--- src/rtl/pgwr_pkg.sv ---
package pgwr_pkg;
  typedef enum logic [1:0] {
    SES_IDLE = 2'd0,
    SES_OPEN = 2'd1,
    SES_LOCK = 2'd2
  } ses_e;
endpackage

--- src/rtl/pgwr_ptr.sv ---
module pgwr_ptr #(
  parameter int ADDR_W = 13,
  parameter int OFS_W  = 5,
  localparam int PG_W  = ADDR_W - OFS_W
) (
  input  logic              clk,
  input  logic              rst_n,
  input  logic              load_i,
  input  logic [ADDR_W-1:0] addr_i,
  input  logic              step_i,
  output logic [PG_W-1:0]   page_o,
  output logic [OFS_W-1:0]  ofs_o,
  output logic              lowq_o
);
  logic [PG_W-1:0]  page_q, page_d;
  logic [OFS_W-1:0] ofs_q, ofs_d;
  logic             en;

  always_comb begin
    page_d = page_q;
    ofs_d  = ofs_q;
    if (load_i) begin
      page_d = addr_i[ADDR_W-1:OFS_W];
      ofs_d  = addr_i[OFS_W-1:0];
    end else if (step_i) begin
      ofs_d  = OFS_W'(ofs_q + 1'b1);
    end
  end

  assign en = load_i | step_i;

  always_ff @(posedge clk or negedge rst_n) begin
    if (!rst_n) begin
      page_q <= '0;
      ofs_q  <= '0;
    end else if (en) begin
      page_q <= page_d;
      ofs_q  <= ofs_d;
    end
  end

  assign page_o = page_q;
  assign ofs_o  = ofs_q;
  assign lowq_o = (page_q[PG_W-1 -: 2] == 2'b00);
endmodule

--- src/rtl/pgwr_store.sv ---
module pgwr_store #(
  parameter int PAGE_BYTES = 32,
  parameter int DATA_W     = 8,
  localparam int OFS_W     = $clog2(PAGE_BYTES)
) (
  input  logic                         clk,
  input  logic                         rst_n,
  input  logic                         clr_i,
  input  logic                         wr_i,
  input  logic [OFS_W-1:0]             idx_i,
  input  logic [DATA_W-1:0]            din_i,
  output logic [PAGE_BYTES*DATA_W-1:0] data_o,
  output logic [PAGE_BYTES-1:0]        mask_o,
  output logic                         any_o
);
  logic [PAGE_BYTES-1:0] mask_q, mask_d;
  logic                  mask_en;

  for (genvar g = 0; g < PAGE_BYTES; g++) begin : g_slot
    logic              hit;
    logic [DATA_W-1:0] slot_q;
    assign hit = wr_i && (idx_i == OFS_W'(g));
    always_ff @(posedge clk) begin
      if (hit) slot_q <= din_i;
    end
    assign data_o[g*DATA_W +: DATA_W] = slot_q;
    assign mask_d[g] = clr_i ? 1'b0 : (mask_q[g] | hit);
  end

  assign mask_en = clr_i | wr_i;

  always_ff @(posedge clk or negedge rst_n) begin
    if (!rst_n)       mask_q <= '0;
    else if (mask_en) mask_q <= mask_d;
  end

  assign mask_o = mask_q;
  assign any_o  = |mask_q;
endmodule

--- src/rtl/pgwr_timer.sv ---
module pgwr_timer #(
  parameter int PROG_CYCLES = 1000000,
  localparam int CNT_W      = $clog2(PROG_CYCLES + 1)
) (
  input  logic clk,
  input  logic rst_n,
  input  logic start_i,
  output logic busy_o,
  output logic done_o
);
  logic             run_q, run_d;
  logic [CNT_W-1:0] cnt_q, cnt_d;
  logic             en;

  always_comb begin
    run_d = run_q;
    cnt_d = cnt_q;
    if (run_q) begin
      if (cnt_q == '0) run_d = 1'b0;
      else             cnt_d = cnt_q - 1'b1;
    end else if (start_i) begin
      run_d = 1'b1;
      cnt_d = CNT_W'(PROG_CYCLES - 1);
    end
  end

  assign en = run_q | start_i;

  always_ff @(posedge clk or negedge rst_n) begin
    if (!rst_n) begin
      run_q <= 1'b0;
      cnt_q <= '0;
    end else if (en) begin
      run_q <= run_d;
      cnt_q <= cnt_d;
    end
  end

  assign busy_o = run_q;
  assign done_o = run_q && (cnt_q == '0);
endmodule

--- src/rtl/pgwr_buffer.sv ---
module pgwr_buffer #(
  parameter int ADDR_W      = 13,
  parameter int PAGE_BYTES  = 32,
  parameter int DATA_W      = 8,
  parameter int PROG_CYCLES = 1000000,
  localparam int OFS_W      = $clog2(PAGE_BYTES),
  localparam int PG_W       = ADDR_W - OFS_W
) (
  input  logic                         clk,
  input  logic                         rst_n,
  input  logic                         wsel_i,
  input  logic [ADDR_W-1:0]            wsel_addr_i,
  input  logic                         byte_vld_i,
  input  logic [DATA_W-1:0]            byte_i,
  input  logic                         stop_i,
  input  logic                         wp_i,
  output logic                         ack_ok_o,
  output logic                         busy_o,
  output logic                         arr_we_o,
  output logic [PG_W-1:0]              arr_page_o,
  output logic [PAGE_BYTES*DATA_W-1:0] arr_data_o,
  output logic [PAGE_BYTES-1:0]        arr_mask_o
);
  import pgwr_pkg::*;

  ses_e             st_q, st_d;
  logic             load, step, clr, start;
  logic             permit, busy, done, any;
  logic             lowq;
  logic [PG_W-1:0]  ptr_page;
  logic [OFS_W-1:0] ptr_ofs;

  assign permit = (st_q == SES_OPEN) && !busy && !(wp_i && lowq);

  always_comb begin
    st_d  = st_q;
    load  = 1'b0;
    step  = 1'b0;
    clr   = done;
    start = 1'b0;
    if (!busy) begin
      unique case (st_q)
        SES_IDLE: begin
          if (wsel_i) begin
            load = 1'b1;
            clr  = 1'b1;
            st_d = SES_OPEN;
          end
        end
        SES_OPEN: begin
          if (stop_i) begin
            start = any;
            st_d  = SES_IDLE;
          end else if (wsel_i) begin
            load = 1'b1;
            clr  = 1'b1;
          end else if (byte_vld_i) begin
            if (permit) step = 1'b1;
            else        st_d = SES_LOCK;
          end
        end
        SES_LOCK: begin
          if (stop_i) begin
            clr  = 1'b1;
            st_d = SES_IDLE;
          end else if (wsel_i) begin
            load = 1'b1;
            clr  = 1'b1;
            st_d = SES_OPEN;
          end
        end
        default: st_d = SES_IDLE;
      endcase
    end
  end

  always_ff @(posedge clk or negedge rst_n) begin
    if (!rst_n) st_q <= SES_IDLE;
    else        st_q <= st_d;
  end

  pgwr_ptr #(.ADDR_W(ADDR_W), .OFS_W(OFS_W)) u_ptr (
    .clk    (clk),
    .rst_n  (rst_n),
    .load_i (load),
    .addr_i (wsel_addr_i),
    .step_i (step),
    .page_o (ptr_page),
    .ofs_o  (ptr_ofs),
    .lowq_o (lowq)
  );

  pgwr_store #(.PAGE_BYTES(PAGE_BYTES), .DATA_W(DATA_W)) u_store (
    .clk    (clk),
    .rst_n  (rst_n),
    .clr_i  (clr),
    .wr_i   (step),
    .idx_i  (ptr_ofs),
    .din_i  (byte_i),
    .data_o (arr_data_o),
    .mask_o (arr_mask_o),
    .any_o  (any)
  );

  pgwr_timer #(.PROG_CYCLES(PROG_CYCLES)) u_tmr (
    .clk     (clk),
    .rst_n   (rst_n),
    .start_i (start),
    .busy_o  (busy),
    .done_o  (done)
  );

  assign ack_ok_o   = permit;
  assign busy_o     = busy;
  assign arr_we_o   = done;
  assign arr_page_o = ptr_page;
endmodule

--- config.mk ---
export PLATFORM = sky130hd
export DESIGN_NAME = pgwr_buffer
export DESIGN_NICKNAME = d
export VERILOG_FILES = /design/src/rtl/pgwr_pkg.sv /design/src/rtl/pgwr_ptr.sv /design/src/rtl/pgwr_store.sv /design/src/rtl/pgwr_timer.sv /design/src/rtl/pgwr_buffer.sv
export SDC_FILE = /design/constraint.sdc
export NUM_CORES = 1
export LEC_CHECK = 0
export BUFFER_PORTS_ARGS = -buffer_cell sky130_fd_sc_hd__buf_2
export CORE_MARGIN = 1
export CORE_UTILIZATION = 55
export DETAILED_ROUTE_END_ITERATION = 12
export PLACE_DENSITY = 0.82
export SYNTH_ARGS = -nofsm -noshare
export SYNTH_HDL_FRONTEND = slang
export SYNTH_HIERARCHICAL = 1
export SYNTH_SLANG_ARGS = --single-unit
--- constraint.sdc ---
create_clock -name clk -period 7.75 [get_ports clk]
set_clock_uncertainty 0.1 [all_clocks]
set_input_delay 0.3875 -clock clk [delete_from_list [all_inputs] [get_ports clk]]
set_output_delay 0.3875 -clock clk [all_outputs]
set_load 0.01 [all_outputs]
Word-level counts from Yosys, hierarchy flattened
Index checks and enable logic that the tools add are counted.
W data, S select, Z words.
Word-level totals
  bits in writable memories: 0
  memories kept: 0
  latch bits: 0
  ROM bits: 0
  word-level logic and storage cells: 228
  register bits after elaboration: 324
Cells by class
  equality and inequality tests: 37
  $lt $le $gt $ge: 0
  shift operators: 0
  add/sub/neg operators: 2
  divide/modulo/power cells: 0
  bitwise operators: 36
  reductions and logical operators: 50
  multiplexer cells: 65
  $mul: 0
Operators by type and width (number)
  $eq A5 B5 Y1 const B: 16
  $mux W20: 3
  $mux W1: 51
  $eq A5 B4 Y1 const B: 8
  $logic_and A1 B1 Y1: 36
  $or A1 B1 Y1: 35
  $reduce_or A32 Y1: 1
  $eq A5 B3 Y1 const B: 4
  $logic_not A20 Y1: 1
  $sub A20 B1 Y20 const B: 1
  $mux W2: 6
  $eq A5 B2 Y1 const B: 2
  $mux W5: 2
  $ne A3 B3 Y1 const B: 3
  $pmux W2 S3: 1
  $add A5 B1 Y5 const B: 1
  $eq A5 B1 Y1 const B: 1
  $logic_not A5 Y1: 1
  $logic_not A2 Y1: 2
  $reduce_and A2 Y1: 2
  $reduce_and A4 Y1: 1
  $reduce_bool A2 Y1: 2
  $pmux W1 S3: 1
  $reduce_and A3 Y1: 1
  other kinds (7): 8

Logic depth before layout (Yosys ltp)
  depth in word-level cells: 13
  depth in mapped cells: 9
  mapped depth without buffers: 8

Hierarchy
The synthesis kept the hierarchy.
Modules (own cells, without submodules)
  pgwr_store: area each 9268.9 um^2, instances 1, cells an instance 437
  pgwr_timer: area each 1303.8 um^2, instances 1, cells an instance 136
  pgwr_ptr: area each 569.3 um^2, instances 1, cells an instance 42
  pgwr_buffer: area each 274.0 um^2, instances 1, cells an instance 33

Worst setup path after synthesis
Ideal clock, no wire load.
  kind: register to register
  start: register st_q[1]
  end: register u_store.g_slot[12].slot_q[0] (enable)
  path buffers: 1
  cell stages (with the launch flop): 9
  arrival time: 2.732 ns
  setup slack: 4.534 ns
  required time: 7.267 ns
  clock period less this slack: 3.216 ns
  path through: dfrtp_1 > inv_1 > ha_1 > and3_1 > nor3b_1 > buf_2 > nor2b_4 > nand3_1 > nor3_1
Between the ends
  longest elaborated chain between the ends: 10
Ends and longest elaborated chain
  start: declaration: RTL line pgwr_buffer.sv:26  | ses_e st_q, st_d;
  start signal: assignment: RTL line pgwr_buffer.sv:79  | else st_q <= st_d;
  $eq A2 B1 Y1: RTL line pgwr_buffer.sv:33  | assign permit = (st_q == SES_OPEN) && !busy && !(wp_i && lowq);
  $logic_and A1 B1 Y1 (2 in series): RTL line pgwr_buffer.sv:33
  net ack_ok_o: RTL line pgwr_buffer.sv:17  | output logic ack_ok_o,
  $mux W1: RTL line pgwr_buffer.sv:58  | if (permit) step = 1'b1;
  $mux W1: RTL line pgwr_buffer.sv:57  | end else if (byte_vld_i) begin
  $mux W1: RTL line pgwr_buffer.sv:54  | end else if (wsel_i) begin
  $mux W1: RTL line pgwr_buffer.sv:51  | if (stop_i) begin
  $mux W1: RTL line pgwr_buffer.sv:42  | unique case (st_q)
  $mux W1: RTL line pgwr_buffer.sv:41  | if (!busy) begin
  net step: RTL line pgwr_buffer.sv:27  | logic load, step, clr, start;
  $logic_and A1 B1 Y1: RTL line pgwr_store.sv:22  | assign hit = wr_i && (idx_i == OFS_W'(g));
  net u_store.g_slot[12].hit: RTL line pgwr_store.sv:20  | logic hit;
  end signal: assignment: RTL line pgwr_store.sv:24  | if (hit) slot_q <= din_i;
  end: declaration: RTL line pgwr_store.sv:21  | logic [DATA_W-1:0] slot_q;
The timed path passes the listed nets, and every way through them passes these cells.
A chain may end at the register's enable or synchronous reset.

Final worst setup path
  start: register u_tmr.run_q (netlist: u_tmr/busy_o)
  end: register u_store.g_slot[12].slot_q[4] (enable)
Between the ends
  longest elaborated chain between the ends: 10
Ends and longest elaborated chain
  start: declaration: RTL line pgwr_timer.sv:11  | logic run_q, run_d;
  start signal: assignment: RTL line pgwr_timer.sv:34  | run_q <= run_d;
  $logic_not A1 Y1
  $logic_and A1 B1 Y1 (2 in series): RTL line pgwr_buffer.sv:33
  $mux W1: RTL line pgwr_buffer.sv:58
  $mux W1: RTL line pgwr_buffer.sv:57
  $mux W1: RTL line pgwr_buffer.sv:54
  $mux W1: RTL line pgwr_buffer.sv:51
  $mux W1: RTL line pgwr_buffer.sv:42
  $mux W1 (*): RTL line pgwr_buffer.sv:41
  net step: RTL line pgwr_buffer.sv:27
  $logic_and A1 B1 Y1 (*): RTL line pgwr_store.sv:22
  net u_store.g_slot[12].hit: RTL line pgwr_store.sv:20
The timed path passes the listed nets; every way through them passes the cells marked *.

==> reports/metrics.cfg <==
[status]
status = finished, final reports clean

[die]
die_w_um = 146
die_h_um = 146
dieArea_um2 = 21300
ioPinCount = 326
core-area_um2 = 20300
rows = 52
initial_core_util = 0.562

[clocking]
hold_buffers = 14
path_clk_slew_ns = 0.06
cts_buffers = 30
clk_latency_ns = 0.53
post-cts-setup-buffer-count = 0
cts-root-buf = clkbuf_16
cts_tree = done
cts.path.max_buffers = 3
cts.sinks = 324
htree_levels = 1
post_cts_resized = 0

[power]
total_power_uw = 4030
p_per_area_nw_per_um2 = 280
leakagePower_uw = 0.00574
vdd_drop_max_mv = 0.208

[cells_and_area]
layout.nets = 1036
drive_gt1_frac = 0.393
layout_commonest_cell = buf_2
diodes = 0
nFillCells = 1311
fin_util = 0.708
areaGrowthSynthToFinish_pct = 25.9
final_cell_mix = 325 x buf_2, 256 x edfxtp_1, 73 x nor2_1, 68 x dfrtp_1, 34 x a21oi_1

[critical_path]
r2r-start = u_tmr/busy_o
cp-startpoint = u_tmr/busy_o
arrival_ns = 3.32
critPathKind = reg -> reg
crit_path_end_kind = flip-flop
critPathRequiredTime_ns = 7.80
path_max_fanout = 27
crit_path_start_kind = flip-flop

[route]
wire_per_inst_um = 22.6
drc = 0
first_pass_iters = 6
totalWireLength_um = 29200
vias = 7305
antenna_left = 0
viasPerCell = 5.65
first_iter_violations = 722

[synth]
synth_cell_types = 67
synth-edff-count = 256
syn_nets = 682
yosysWarnings = 6
synth_ff_type = edfxtp_1
async_reset_ff_frac = 0.210
avgSynthCellArea_um2 = 17.6
synth_cells = 648
synth_area_um2 = 11400
ys_ff_latch = 324
yosysSeqAreaShare = 0.822

[placed_design]
hpwl_um = 18800
place_congestion = 0.903
portBuffers = 325

[timing]
fmax_mhz = 305
post-route-min-period_ns = 3.28
relSlewSlack = 0.216
slew_viol_final = 0
rsz0062_at_grt = no
hold_slack_ns = 0.179
finalHoldViolCount = 0
max_slew.worst_pin.slew_ns = 1.17
tns_ns = 0
finalCritPeriodShare = 0.423
setup_viol_count_final = 0

[global_route]
grt_max_degree = 69
grt_usage = 0.273
grt-ovfl-total = 0
antenna_found_initial = 0
grt_pass1_wl_um = 43400
grt_pass1_vias = 7026

[run]
maxCapViolCount = 0

[min_path]
hp-start = wsel_i
hold_class = in -> reg

## metrics by stage
step | setup slack, ns | std cells | area (µm²)
finish | 4.47 | 1292 | 14400
global route | 4.19 | 1292 | 14400
CTS | 4.49 | 1292 | 14400
detailed placement | 4.54 | 1226 | 13300
global placement | 4.67 | 1226 | 13300
floorplan | 4.53 | 648 | 11400
## worst max-delay path: stages, from the launching register on
cell	delay (ns)
dfrtp_1	0.65
inv_1	0.23
and3_1	0.18
nor3b_2	0.15
buf_4	0.25
nor2b_4	0.22
nand3_1	0.21
nor3_1	0.88
## synth_stat cells (3+ instances only)
master / n / area (µm²)
mux2i_1: 6 / 60.1
nor4_1: 13 / 81.3
a31oi_1: 14 / 87.6
clkbuf_1: 7 / 26.3
mux2_2: 7 / 78.8
and4_1: 3 / 26.3
nand4_1: 8 / 50.1
nand2_1: 20 / 75.1
a22oi_1: 3 / 22.5
buf_6: 3 / 33.8
xnor2_1: 4 / 35.0
inv_1: 10 / 37.5
buf_2: 9 / 45.0
a21oi_1: 35 / 175
o21ai_0: 10 / 50.1
and4b_1: 3 / 30.0
nor3_1: 14 / 70.1
edfxtp_1: 256 / 7690
ha_1: 7 / 87.6
a41oi_1: 3 / 26.3
and2b_1: 4 / 30.0
nor2_1: 73 / 274
nand3_1: 9 / 45.0
nand2b_1: 5 / 31.3
dfrtp_1: 68 / 1700
## state kept, by name (all words and copies together) (netlist names)
register and count:
st_q 2, u_ptr/ofs_o 5, u_ptr/page_o 8, u_store/g_slot.slot_q 256, u_store/mask_o 32, u_tmr/busy_o 1, u_tmr/cnt_q 20
## area by class of cell
cell class / count / area (µm²) / share of cell area
clock inverters: 14 / 148 / 0.0103
inverters: 11 / 41.3 / 0.00287
clock buffers: 38 / 802 / 0.0558
flip-flops and latches: 324 / 9390 / 0.653
well taps: 270 / 338 / 0.0235
multi-input cells: 292 / 1860 / 0.130
repair buffers: 343 / 1800 / 0.125
## logic make-up after synthesis
| logic type | Yosys count | synth area share |
|---|---|---|
| fa+ha+maj | 7 | 0.00767 |
| mux | 15 | 0.0148 |
| xor+xnor | 6 | 0.00460 |
| compound gates | 84 | 0.0472 |
| flops | 324 | 0.822 |
| buf+inv | 32 | 0.0152 |
| simple gates | 180 | 0.0880 |
## where the power goes
group / total, µW / internal, µW / switching (µW)
combinational: 509 / 193 / 317
sequential: 2100 / 1950 / 147
clock: 1420 / 826 / 589
total: 4030 / 2970 / 1050
## worst paths after layout
kind | to | slack (ns) | depth (start not counted)
min | st_q[0] | 0.18 | 3
max in group asynchronous | u_store/mask_o[20] | 6.52 | 3
min reg2reg | u_tmr/cnt_q[9] | 0.41 | 1
max | u_store/g_slot[12].slot_q[4] | 4.47 | 7
min in group asynchronous | u_tmr/cnt_q[6] | 0.48 | 3
max reg2reg | u_store/g_slot[12].slot_q[4] | 4.47 | 7
## routing by layer
| layer | vias to the layer above | share of wire | GRT usage |
|---|---|---|---|
| met5 | - | 0 | 0 |
| li1 | 3188 | - | - |
| met2 | 484 | 0.51 | 0.468 |
| met4 | 0 | 0.028 | 0.0958 |
| met1 | 3577 | 0.37 | 0.356 |
| met3 | 56 | 0.090 | 0.0472 |
No activity file was read; power rests on OpenSTA's default activity.
